$ cat src/rtl/dram_ctrl_pkg.sv
package dram_ctrl_pkg;
  typedef enum logic [3:0] {
    ST_IDLE,
    ST_A_ROW,
    ST_A_COL,
    ST_A_CAPT,
    ST_A_PREP,
    ST_A_REST,
    ST_A_DONE,
    ST_R_OPEN,
    ST_R_HOLD,
    ST_R_CLOSE
  } ctrl_state_t;
endpackage

$ cat src/rtl/dram_refresh_seq.sv
module dram_refresh_seq #(
  parameter int ROW_BITS = 11,
  parameter int INTERVAL = 15000
) (
  input  logic                clk,
  input  logic                rst,
  input  logic                start,
  input  logic                step,
  output logic                pending,
  output logic                busy,
  output logic [ROW_BITS-1:0] row
);
  localparam int CW = $clog2(INTERVAL + 1);

  logic [CW-1:0] idle_cnt;

  always_ff @(posedge clk) begin
    if (rst) begin
      pending  <= 1'b1;
      busy     <= 1'b0;
      row      <= '0;
      idle_cnt <= '0;
    end else if (start) begin
      pending  <= 1'b0;
      busy     <= 1'b1;
      row      <= '0;
      idle_cnt <= '0;
    end else if (busy) begin
      if (step) begin
        row <= row + 1'b1;
        if (row == {ROW_BITS{1'b1}}) busy <= 1'b0;
      end
    end else if (!pending) begin
      if (idle_cnt == CW'(INTERVAL - 1)) pending <= 1'b1;
      else idle_cnt <= idle_cnt + 1'b1;
    end
  end


  row_step_chk: assert property (@(posedge clk) disable iff (rst)
    step |=> (row == $past(row) + 1'b1));


  no_pending_in_sweep_chk: assert property (@(posedge clk) disable iff (rst)
    busy |-> !pending);
endmodule

$ cat src/rtl/dram_access_fsm.sv
module dram_access_fsm
  import dram_ctrl_pkg::*;
#(
  parameter int ROW_BITS = 11,
  parameter int COL_BITS = 11,
  parameter int DATA_W   = 4,
  localparam int ADDR_W  = ROW_BITS + COL_BITS,
  localparam int BUS_W   = (ROW_BITS > COL_BITS) ? ROW_BITS : COL_BITS
) (
  input  logic                clk,
  input  logic                rst,
  input  logic                req_valid,
  output logic                req_ready,
  input  logic                req_write,
  input  logic [ADDR_W-1:0]   req_addr,
  input  logic [DATA_W-1:0]   req_wdata,
  output logic                rd_valid,
  output logic [DATA_W-1:0]   rd_data,
  output logic                wr_ack,
  output logic [BUS_W-1:0]    mem_addr,
  output logic                mem_ras_n,
  output logic                mem_cas_n,
  output logic                mem_we_n,
  output logic [DATA_W-1:0]   mem_wdata,
  input  logic [DATA_W-1:0]   mem_rdata,
  input  logic                ref_pending,
  input  logic                ref_busy,
  input  logic [ROW_BITS-1:0] ref_row,
  output logic                ref_start,
  output logic                ref_step
);
  ctrl_state_t         state;
  logic [COL_BITS-1:0] col_q;
  logic                wr_q;

  assign req_ready = (state == ST_IDLE) && !ref_pending;
  assign ref_start = (state == ST_IDLE) && ref_pending;
  assign ref_step  = (state == ST_R_HOLD);

  always_ff @(posedge clk) begin
    if (rst) begin
      state     <= ST_IDLE;
      mem_ras_n <= 1'b1;
      mem_cas_n <= 1'b1;
      mem_we_n  <= 1'b1;
      mem_addr  <= '0;
      mem_wdata <= '0;
      rd_valid  <= 1'b0;
      rd_data   <= '0;
      wr_ack    <= 1'b0;
      col_q     <= '0;
      wr_q      <= 1'b0;
    end else begin
      rd_valid <= 1'b0;
      wr_ack   <= 1'b0;
      case (state)
        ST_IDLE: begin
          if (ref_pending) begin
            state     <= ST_R_OPEN;
            mem_ras_n <= 1'b0;
            mem_addr  <= BUS_W'(ref_row);
          end else if (req_valid) begin
            state     <= ST_A_ROW;
            mem_ras_n <= 1'b0;
            mem_addr  <= BUS_W'(req_addr[ADDR_W-1:COL_BITS]);
            col_q     <= req_addr[COL_BITS-1:0];
            wr_q      <= req_write;
            if (req_write) mem_wdata <= req_wdata;
          end
        end
        ST_A_ROW: begin
          state     <= ST_A_COL;
          mem_addr  <= BUS_W'(col_q);
          mem_cas_n <= 1'b0;
          mem_we_n  <= !wr_q;
        end
        ST_A_COL: begin
          mem_cas_n <= 1'b1;
          mem_we_n  <= 1'b1;
          if (wr_q) begin
            state     <= ST_A_DONE;
            mem_ras_n <= 1'b1;
            wr_ack    <= 1'b1;
          end else begin
            state <= ST_A_CAPT;
          end
        end
        ST_A_CAPT: begin
          state     <= ST_A_PREP;
          mem_wdata <= mem_rdata;
          rd_data   <= mem_rdata;
        end
        ST_A_PREP: begin
          state     <= ST_A_REST;
          mem_cas_n <= 1'b0;
          mem_we_n  <= 1'b0;
        end
        ST_A_REST: begin
          state     <= ST_A_DONE;
          mem_cas_n <= 1'b1;
          mem_we_n  <= 1'b1;
          mem_ras_n <= 1'b1;
          rd_valid  <= 1'b1;
        end
        ST_A_DONE: state <= ST_IDLE;
        ST_R_OPEN: state <= ST_R_HOLD;
        ST_R_HOLD: begin
          state     <= ST_R_CLOSE;
          mem_ras_n <= 1'b1;
        end
        ST_R_CLOSE: begin
          if (ref_busy) begin
            state     <= ST_R_OPEN;
            mem_ras_n <= 1'b0;
            mem_addr  <= BUS_W'(ref_row);
          end else begin
            state <= ST_IDLE;
          end
        end
        default: state <= ST_IDLE;
      endcase
    end
  end


  cas_after_ras_chk: assert property (@(posedge clk) disable iff (rst)
    !mem_cas_n |-> $past(!mem_ras_n));


  we_only_with_cas_chk: assert property (@(posedge clk) disable iff (rst)
    !mem_we_n |-> (!mem_cas_n && $stable(mem_wdata)));


  restore_before_done_chk: assert property (@(posedge clk) disable iff (rst)
    rd_valid |-> $past(!mem_we_n && !mem_cas_n));


  no_cas_in_sweep_chk: assert property (@(posedge clk) disable iff (rst)
    ref_busy |-> (mem_cas_n && mem_we_n));


  single_done_chk: assert property (@(posedge clk) disable iff (rst)
    (rd_valid || wr_ack) |-> ($onehot0({rd_valid, wr_ack}) && !req_ready));
endmodule

$ cat src/rtl/dram_ctrl.sv
module dram_ctrl #(
  parameter int ROW_BITS     = 11,
  parameter int COL_BITS     = 11,
  parameter int DATA_W       = 4,
  parameter int REF_INTERVAL = 15000,
  localparam int ADDR_W      = ROW_BITS + COL_BITS,
  localparam int BUS_W       = (ROW_BITS > COL_BITS) ? ROW_BITS : COL_BITS
) (
  input  logic              clk,
  input  logic              rst,
  input  logic              req_valid,
  output logic              req_ready,
  input  logic              req_write,
  input  logic [ADDR_W-1:0] req_addr,
  input  logic [DATA_W-1:0] req_wdata,
  output logic              rd_valid,
  output logic [DATA_W-1:0] rd_data,
  output logic              wr_ack,
  output logic [BUS_W-1:0]  mem_addr,
  output logic              mem_ras_n,
  output logic              mem_cas_n,
  output logic              mem_we_n,
  output logic [DATA_W-1:0] mem_wdata,
  input  logic [DATA_W-1:0] mem_rdata
);
  logic                ref_pending;
  logic                ref_busy;
  logic [ROW_BITS-1:0] ref_row;
  logic                ref_start;
  logic                ref_step;

  dram_refresh_seq #(
    .ROW_BITS(ROW_BITS),
    .INTERVAL(REF_INTERVAL)
  ) u_refresh (
    .clk    (clk),
    .rst    (rst),
    .start  (ref_start),
    .step   (ref_step),
    .pending(ref_pending),
    .busy   (ref_busy),
    .row    (ref_row)
  );

  dram_access_fsm #(
    .ROW_BITS(ROW_BITS),
    .COL_BITS(COL_BITS),
    .DATA_W  (DATA_W)
  ) u_fsm (
    .clk        (clk),
    .rst        (rst),
    .req_valid  (req_valid),
    .req_ready  (req_ready),
    .req_write  (req_write),
    .req_addr   (req_addr),
    .req_wdata  (req_wdata),
    .rd_valid   (rd_valid),
    .rd_data    (rd_data),
    .wr_ack     (wr_ack),
    .mem_addr   (mem_addr),
    .mem_ras_n  (mem_ras_n),
    .mem_cas_n  (mem_cas_n),
    .mem_we_n   (mem_we_n),
    .mem_wdata  (mem_wdata),
    .mem_rdata  (mem_rdata),
    .ref_pending(ref_pending),
    .ref_busy   (ref_busy),
    .ref_row    (ref_row),
    .ref_start  (ref_start),
    .ref_step   (ref_step)
  );
endmodule

$ cat config.mk
export PLATFORM = sky130hd
export DESIGN_NAME = dram_ctrl
export DESIGN_NICKNAME = d
export VERILOG_FILES = /design/src/rtl/dram_ctrl_pkg.sv /design/src/rtl/dram_refresh_seq.sv /design/src/rtl/dram_access_fsm.sv /design/src/rtl/dram_ctrl.sv
export SDC_FILE = /design/constraint.sdc
export NUM_CORES = 1
export LEC_CHECK = 0
export ABC_AREA = 0
export ABC_CLOCK_PERIOD_IN_PS = 1510
export BUFFER_PORTS_ARGS = -buffer_cell sky130_fd_sc_hd__buf_2
export CORE_MARGIN = 2
export CORE_UTILIZATION = 50
export CTS_CLUSTER_DIAMETER = 80
export DETAILED_ROUTE_END_ITERATION = 12
export GPL_ROUTABILITY_DRIVEN = 0
export PLACE_DENSITY = 0.81
export SLEW_MARGIN = 30
export SYNTH_ARGS = -nofsm -noshare
export SYNTH_HDL_FRONTEND = slang
export SYNTH_SLANG_ARGS = --single-unit
$ cat constraint.sdc
create_clock -name clk -period 1.51 [get_ports clk]
set_input_delay 0.151 -clock clk [delete_from_list [all_inputs] [get_ports clk]]
set_output_delay 0.151 -clock clk [all_outputs]
set_load 0.02 [all_outputs]
## Word level (Yosys, flattened, before mapping)

Index checks and enable logic that the tools add are counted.

- Add/subtract/negate cells: 2
- Multiply operators: 0
- Div/mod/pow operators: 0
- Magnitude comparators: 0
- Equality and inequality tests: 17
- Shift operators: 0
- Multiplexer cells: 30
- Bitwise operators: 4
- Reductions and logical operators: 21

Operators by type and width:

| kind | number |
|---|---|
| $pmux 4 s9 | 1 |
| $mux 11 | 3 |
| $pmux 11 s3 | 1 |
| $mux 4 | 5 |
| $add 14x1->14 const B | 1 |
| $eq 14x14->1 const B | 1 |
| $mux 1 | 14 |
| $eq 4x3->1 const B | 3 |
| $add 11x1->11 const B | 1 |
| $eq 11x11->1 const B | 1 |
| $ne 2x2->1 const B | 5 |
| $reduce_or 2->1 | 5 |
| $reduce_and 3->1 | 3 |
| $eq 4x2->1 const B | 2 |
| $eq 4x4->1 const B | 2 |
| $pmux 4 s2 | 1 |
| $reduce_and 4->1 | 2 |
| $mux 3 | 2 |
| $reduce_bool 3->1 | 2 |
| $eq 4x1->1 const B | 1 |
| $logic_not 4->1 | 1 |
| $not 1->1 | 4 |
| $pmux 1 s4 | 1 |
| $reduce_bool 2->1 | 2 |
| other kinds (8) | 10 |

- Bits in registers: 67
- Latch bits: 0
- Memory bits (writable): 0
- Bits in read-only memories: 0
- Input port bits: 34
- Output and inout bits: 25
- Logic and storage cells: 89
- Memories: 0

## Depth between registers and ports, before layout

Gate-level depths: netlist of the first run.

- Depth in word-level cells: 5
- Depth in mapped cells: 7
- Mapped depth without buffers: 5

## Cells and area by module

Synthesis of the first run repeated with hierarchy kept, for this count alone.

- Cells, all modules: 376
- Area, all modules: 3,173.0 um^2

Modules (own cells, without submodules):

| module | times used | cells each | area each (um^2) | seq. area each (um^2) |
|---|---|---|---|---|
| dram_access_fsm | 1 | 225 | 1,864.3 | 800.8 |
| dram_refresh_seq | 1 | 151 | 1,308.8 | 540.5 |

## Worst setup path before layout of the first run

No wires, ideal clock.

- Path kind: flip-flop to flip-flop
- Start: reg u_fsm.state[0]
- End: reg u_refresh.row[7]
- Setup time: 66 ps
- Arrival: 1,610 ps
- Path slack: -166 ps
- Stages on the path, launching flop included: 7
- Path buffers: 2
- Path through: dfxtp_1 > buf_6 > or2_0 > buf_2 > or3_4 > or3_1 > a21oi_2

- Cells in the longest elaborated chain, start to end: 3
- Elaborated cells between the ends (all ways): 5
- Classes of those cells: 1 x eq/ne; 4 x reduce/logical

Ends and longest elaborated chain:

| item | line | RTL |
|---|---|---|
| from (decl) | dram_access_fsm.sv:32 | `ctrl_state_t state;` |
| from (signal assigned) | dram_access_fsm.sv:42 | `state <= ST_IDLE;` |
| from (signal assigned) | dram_access_fsm.sv:59 | `state <= ST_R_OPEN;` |
| from (signal assigned) | dram_access_fsm.sv:63 | `state <= ST_A_ROW;` |
| $logic_not 4->1 | dram_access_fsm.sv:37 | `assign ref_start = (state == ST_IDLE) && ref_pending;` |
| $logic_and 1x1->1 | dram_access_fsm.sv:37 |  |
| $reduce_or 2->1 (no source line) | - |  |
| to (signal assigned) | dram_refresh_seq.sv:30 | `row <= row + 1'b1;` |
| to (decl) | dram_refresh_seq.sv:11 | `output logic [ROW_BITS-1:0] row` |

Several ways; a longest one is shown, not always the timed one.
A chain may end at the register's enable or synchronous reset.

## Worst setup path in the final report of the first run

- Start: reg u_fsm.state[1]
- End: reg u_refresh.row[7]

Same word-level chain as after synthesis.

==> run summary, run 1 <==
Run status: complete, but fails checks
Failing checks: setup timing
Max_slew headroom: 63.51%
Crit path depth: 5
Clock latency on the worst-skew pair: 0.35 ns
WL final: 9342 um
CP Data Required Time: 1.80 ns
Final setup fails: 51
DRC viols: 0
WL met2: 4792 um
Share of cells above drive strength 1: 41.36%
Final Util: 72.21%
Leading cell type in the layout, fill and taps excluded: dfxtp_1
Vias: 3,234
Maximum fanout along the worst path: 8
Power Dens Cells: 1565 mW/mm^2
Setup CP Type: reg2reg
Area taken by multi-input logic gates: 0.001992 mm^2
Most frequent cells in the layout: dfxtp_1, buf_2, buf_4
Vias in the first global route: 3,249
First-pass GRT wire length: 15,010 um
Die Span Y: 84.09 um
Cells on worst reg2reg path: 5
CTS tree: done
Period utilisation layout: 106.0%
RSZ-0062 raised after global routing: yes
WL met1: 3778 um
Largest net degree at the start of global routing: 22
Clk sinks: 67
Worst Path Arrival: 1.89 ns
DR iter-0 viols: 162
Mapped Nets: 393
CTS Root Cell: clkbuf_8
Tightest Pin Transition: 0.5474 ns
DR WL met3: 604 um
Syn Inst Count: 357
Dpl hpwl: 5712 um
Clock transition at the registers of the reported paths: 0.08 ns
Site Rows: 29
FF+latch count, synth: 67
DP Cell Count: 518
Synth Flop Type: dfxtp_1
Sink of the worst hold path: u_fsm.col_q[8]
Yosys warns: 0
Worst setup EP type: flop
Number of fill cells: 425
Final hold viol count: 0
Fin cells: 546
Register area share after synthesis: 41.83%
Number of synthesized flops with an enable pin: 0
Top routing layer used: met4
1st-pass router iterations: 5
Startpoint Class: flop
CP Cell Sequence: buf_6 > or2_4 > or3_4 > or3_4 > a21oi_2
Final min period: 1.600 ns
Worst setup margin: -0.09014 ns
Area growth, synth to finish: 41.36%
Critical path's top delay family: simple AND/OR/NAND/NOR gates
Hold_sp: req_addr[8]
GRT Resource Usage Total: 26.17%
R2R Setup Slk: -0.09 ns
Hold-fix buffers, CTS: 0
Via/cell ratio: 5.923
LEAKAGE: 1.863 nW
Clock skew: 0.009656 ns
CORE AREA: 0.006277 mm^2
Slew Viols, Final: 0
Place WS: -0.2229 ns
Hold crit path type: in2reg
Drt wl/cell: 17.11 um
Layout net count: 500
Die area: 0.007070 mm^2
Setup TNS: -2.241 ns
Antenna diodes: 0
Synth cell types: 50
CP max stage delay: 0.36 ns
Max cap viols: 0
Total CTS buffers: 9
I/O Buffers: 58
Worst r2r src: u_fsm.state[1]
Initial Utilization: 51.09%
CP bufs+invs: 1
I/O Pins: 59
CTS Buffer Depth: 2
Total power: 0.007096 W
Reg-to-reg critical path endpoint: u_refresh.row[7]
Max Clk Rate: 624.9 MHz
Average size of a mapped cell: 8.983 um^2
CTS H-tree lvls: 3
WHS Path Cells: 3
Crit path max-delay cell type: dfxtp_4
Antenna-violating nets left: 0
Synthesized area: 0.003207 mm^2
FF+latch area: 0.001360 mm^2
CP dominant cell by count: or3_4
GRT overflow: 0
Die width: 84.09 um
Initial antenna violation count: 0
Worst VDD drop: 1103 uV
Fraction of registers with async set/reset: 0%
[how the worst max path moves through the flow]
| stage | from | endpoint | slack (ns) |
|---|---|---|---|
| after floorplan | u_fsm.state[1] | u_fsm.mem_wdata[0] | -0.04 |
| after global placement | u_fsm.state[3] | u_fsm.mem_addr[10] | -0.10 |
| after detailed placement | u_fsm.state[1] | u_fsm.mem_addr[5] | -0.22 |
| after CTS | u_fsm.state[1] | req_ready | -0.08 |
| after global routing | u_fsm.state[0] | u_fsm.col_q[10] | -0.17 |
| final | u_fsm.state[1] | u_refresh.row[7] | -0.09 |
[registers in the layout, summed over array words and instances (netlist names)]
| register | cells |
|---|---|
| u_refresh.busy | 1 |
| u_fsm.mem_cas_n | 1 |
| u_fsm.rd_data | 4 |
| u_fsm.col_q | 11 |
| u_refresh.row | 11 |
| u_refresh.pending | 1 |
| u_fsm.mem_ras_n | 1 |
| u_refresh.idle_cnt | 14 |
| u_fsm.wr_ack | 1 |
| u_fsm.rd_valid | 1 |
| u_fsm.state | 4 |
| u_fsm.mem_we_n | 1 |
| u_fsm.mem_wdata | 4 |
| u_fsm.wr_q | 1 |
| u_fsm.mem_addr | 11 |
[cell usage after synthesis, drive strengths merged, types with 2 or more instances]
| master | instances | area (um^2) |
|---|---|---|
| nor3 | 6 | 30.03 |
| inv | 6 | 22.52 |
| ha | 2 | 25.02 |
| nand4 | 8 | 50.05 |
| buf | 11 | 58.81 |
| nand3 | 10 | 50.05 |
| or3b | 2 | 17.52 |
| nor2b | 3 | 18.77 |
| dfxtp | 67 | 1341 |
| xnor2 | 5 | 43.79 |
| nor4 | 4 | 40.04 |
| o211ai | 2 | 15.01 |
| and3 | 4 | 25.02 |
| o31ai | 5 | 37.54 |
| nand2b | 4 | 25.02 |
| nand4bb | 2 | 22.52 |
| or4 | 3 | 22.52 |
| and2 | 2 | 12.51 |
| nor2 | 48 | 180.2 |
| clkbuf | 13 | 48.80 |
| nand2 | 14 | 52.55 |
| a311oi | 4 | 35.03 |
| mux2i | 31 | 310.3 |
| a21o | 2 | 15.01 |
| o2bb2ai | 12 | 105.1 |
| or3 | 9 | 61.31 |
| a221oi | 11 | 96.34 |
| nand3b | 4 | 30.03 |
| o21ai | 13 | 65.06 |
| and4 | 2 | 17.52 |
| xor2 | 9 | 78.83 |
| a21oi | 26 | 137.6 |
[logic make-up after synthesis]
family	count (synthesis)	synth area share [%]
adder cells (fa/ha/maj)	2	0.7802
flip-flops	67	41.83
AO/OA/AOI/OAI	84	18.26
XOR/XNOR	14	3.824
multiplexers	31	9.676
AND/OR/NAND/NOR	129	21.58
buffers and inverters	30	4.058
[power by group]
part | internal, W | leakage, nW | switching [W] | total [W]
clock network | 0.000774 | 0.0962 | 0.000761 | 0.00153
registers | 0.00202 | 0.546 | 0.000216 | 0.00224
logic | 0.00154 | 1.22 | 0.00178 | 0.00332
[through the flow]
stage          cell area, um^2  hold WS [ns]
2_1_floorplan             3227        0.2546
3_3_place_gp              3886        0.3803
3_5_place_dp              3886        0.3900
4_1_cts                   4329       0.02665
5_1_grt                   4533       0.03803
6_report                  4533       0.03641
[timing repair]
action	4_1_cts	5_1_grt
setup buffers	5	6
pin swaps	9	25
cloned	3	1
endpoints found under the setup margin	58	55
gates resized for setup	42	46
endpoints found under the hold margin	0	0
[worst min-delay path, stage by stage]
cell     delay, ns
buf_2         0.08
mux2i_1       0.05
nor2_1        0.07
[layer usage]
layer / track usage (%) / up-vias
li1: - / 1531
met1: 31.51 / 1531
met2: 44.23 / 152
met3: 6.429 / 20
met4: 11.14 / 0
met5: 0 / -
[cell type report]
| class | instances | area share [%] |
|---|---|---|
| inverters | 6 | 0.4968 |
| clock buffers | 9 | 2.733 |
| well taps | 77 | 2.125 |
| repair buffers | 120 | 19.02 |
| multi-input cells | 260 | 43.94 |
| clock inverters | 7 | 1.684 |
| flip-flops and latches | 67 | 30.00 |
Note: power is estimated with default switching activity, not from simulation.
==> inputs of run 2 (changes only) <==
ABC_AREA = 1   (was 0)
CORE_UTILIZATION = 51   (was 50)
==> run 2 against run 1 <==
Net effect:
- the flow now finishes without violations
- via count rose by 16%
- count of clock-buffer cells in the layout grew 4
- fmax increased by 7.5%
- global-route usage decreased by 2.0 points
- sequential share of layout area is 1.3 points higher
- power increased by 1.8%
- cell count increased by 31%
- setup slack improved by 0.11 ns
- clock power hardly changed
- sequential power rose by 8%
==> run summary, run 2 <==
Area growth, synth to finish: 23.58%
Crit path max-delay cell type: dfxtp_2
Placed Area: 0.003996 mm^2
Average size of a mapped cell: 6.402 um^2
WL met1: 3908 um
Tightest Pin Transition: 0.3490 ns
Max cap viols: 0
Worst Path Arrival: 1.72 ns
Clock skew: 0.005745 ns
Drt wl/cell: 12.87 um
Post-synth top area cell: dfxtp_1
Count leader, synth: nand2_1
CP bufs+invs: 2
I/O Buffers: 58
Max reg flops: 14
Synth Flop Type: dfxtp_1
Vias: 3,765
Final hold viol count: 0
Antenna diodes: 0
DR iter-0 viols: 251
CTS Root Cell: clkbuf_8
Most frequent cells in the layout: nand2_1, nor2_1, dfxtp_1
Final min period: 1.489 ns
Site Rows: 30
Sink of the worst hold path: u_fsm.col_q[4]
Worst r2r src: u_refresh.idle_cnt[0]
DP Cell Count: 691
Run status: finished, final reports clean
R2R Setup Slk: 0.02 ns
Initial Utilization: 52.12%
CP Cell Sequence: ha_4 > nand2_2 > inv_2 > nand2_2 > nor2_4 > nand2_2 > nand2_4 > clkinvlp_4 > nor2_1 > nor2_1
Total CTS buffers: 9
Fin cells: 713
Dpl hpwl: 6517 um
Vias in the first global route: 3,306
CP Data Required Time: 1.74 ns
Antenna-violating nets left: 0
LEAKAGE: 1.887 nW
Hold crit path type: in2reg
Clock latency on the worst-skew pair: 0.34 ns
Via/cell ratio: 5.281
DRC viols: 0
Maximum fanout along the worst path: 7
DR WL met3: 626 um
Hold_sp: req_addr[4]
Mapped Nets: 583
Top cell type's share of synthesized area: 38.30%
GRT overflow: 0
Largest net degree at the start of global routing: 25
Layout net count: 665
CP dominant cell by count: nand2_2
Synth cell types: 30
Cells on worst reg2reg path: 10
CTS tree: done
Share of cells above drive strength 1: 22.75%
Worst setup EP type: flop
I/O Pins: 59
Syn Inst Count: 547
Startpoint Class: flop
Period utilisation layout: 98.59%
Max_slew headroom: 76.68%
Die Span Y: 86.87 um
CTS H-tree lvls: 3
Register area share after synthesis: 38.30%
Die width: 86.87 um
Dominant cells by area after synthesis: dfxtp_1, nand2_1, nor2_1, a21oi_1, inv_1
GRT Resource Usage Total: 24.15%
First-pass GRT wire length: 14,550 um
Reg-to-reg critical path endpoint: u_refresh.idle_cnt[1]
Setup TNS: 0 ns
FF+latch count, synth: 67
WL final: 9175 um
Final instance area: 0.004328 mm^2
CTS Buffer Depth: 2
Synthesized area: 0.003502 mm^2
Top cells by count, synth: nand2_1, nor2_1, dfxtp_1, inv_1, a21oi_1
Max Clk Rate: 671.8 MHz
WHS Path Cells: 3
Clock transition at the registers of the reported paths: 0.07 ns
1st-pass router iterations: 4
CP max stage delay: 0.36 ns
Initial antenna violation count: 0
RSZ-0062 raised after global routing: yes
Setup CP Type: reg2reg
Power Dens Cells: 1669 mW/mm^2
Critical path's top delay family: simple AND/OR/NAND/NOR gates
Top reg by flops: u_refresh.idle_cnt
Yosys warns: 0
Worst VDD drop: 1075 uV
Number of synthesized flops with an enable pin: 0
CORE AREA: 0.006719 mm^2
Fraction of registers with async set/reset: 0%
Clk sinks: 67
Final setup fails: 0
Leading cell type in the layout, fill and taps excluded: nand2_1
WL met2: 4499 um
Top routing layer used: met4
Die area: 0.007546 mm^2
Slew Viols, Final: 0
[run 2: worst max path at each step]
stage                             to  depth (start not counted)  slack [ns]                   from
6_report       u_refresh.idle_cnt[1]                         10        0.02  u_refresh.idle_cnt[0]
5_1_grt        u_refresh.idle_cnt[0]                         10       -0.07  u_refresh.idle_cnt[0]
4_1_cts        u_refresh.idle_cnt[1]                         10       -0.02  u_refresh.idle_cnt[1]
3_5_place_dp       u_fsm.mem_addr[0]                          6       0.002         u_fsm.state[0]
3_3_place_gp   u_refresh.idle_cnt[1]                         10        0.05  u_refresh.idle_cnt[1]
2_1_floorplan  u_refresh.idle_cnt[1]                         11        0.01  u_refresh.idle_cnt[0]
[run 2: timing repair]
item,4_1_cts,5_1_grt
gates cloned,0,1
endpoints found under the setup margin,9,30
hold buffers,0,0
setup buffers,2,4
pin swaps,2,7
resized for setup,5,24
[run 2: tightest hold or removal path, stage by stage]
cell and delay, ns:
buf_2 0.07, o21ai_1 0.06, nor2_1 0.07
[run 2: where the power goes]
group          leakage [nW]  internal [W]  switching (W)  total (W)
Combinational          1.24       0.00121        0.00209    0.00330
Sequential            0.548       0.00216       0.000270    0.00243
Clock                0.0995      0.000843       0.000652    0.00150
Total                  1.89       0.00421        0.00301    0.00723
[run 2: final cells by class]
type	instances	area [um^2]
well taps	80	100.1
repair buffers	88	541.8
clock inverters	2	35.03
clock buffers	13	158.9
multi-input cells	414	1946
repair inverters	1	7.507
inverters	48	185.2
flip-flops and latches	67	1354
fillers	596	2391
[run 2: cells by family (layout without fill, tap and decap cells)]
logic type | Yosys count | in the layout | synth area share [%]
flops | 67 | 67 | 38.30
xor+xnor | 7 | 7 | 1.751
buf+inv | 66 | 152 | 8.074
fa+ha+maj | 2 | 2 | 0.7144
simple gates | 326 | 326 | 38.87
compound gates | 79 | 79 | 12.29
[run 2: stage by stage]
stage	utilization [%]	setup WS [ns]	hold WS [ns]	total power, W
global placement	59.48	0.05051	0.3870	0.005377
finish	64.41	0.02136	0.04716	0.007225
CTS	62.81	-0.01628	0.04130	0.007040
global route	64.41	-0.06688	0.06899	0.007736
floorplan	-	0.01461	0.2995	0.004618
detailed placement	59.48	0.002105	0.3960	0.005455
[run 2: layer usage]
metal,up-vias,track usage [%]
li1,1906,-
met1,1723,31.21
met2,122,39.83
met3,14,5.592
met4,0,7.813
met5,-,0
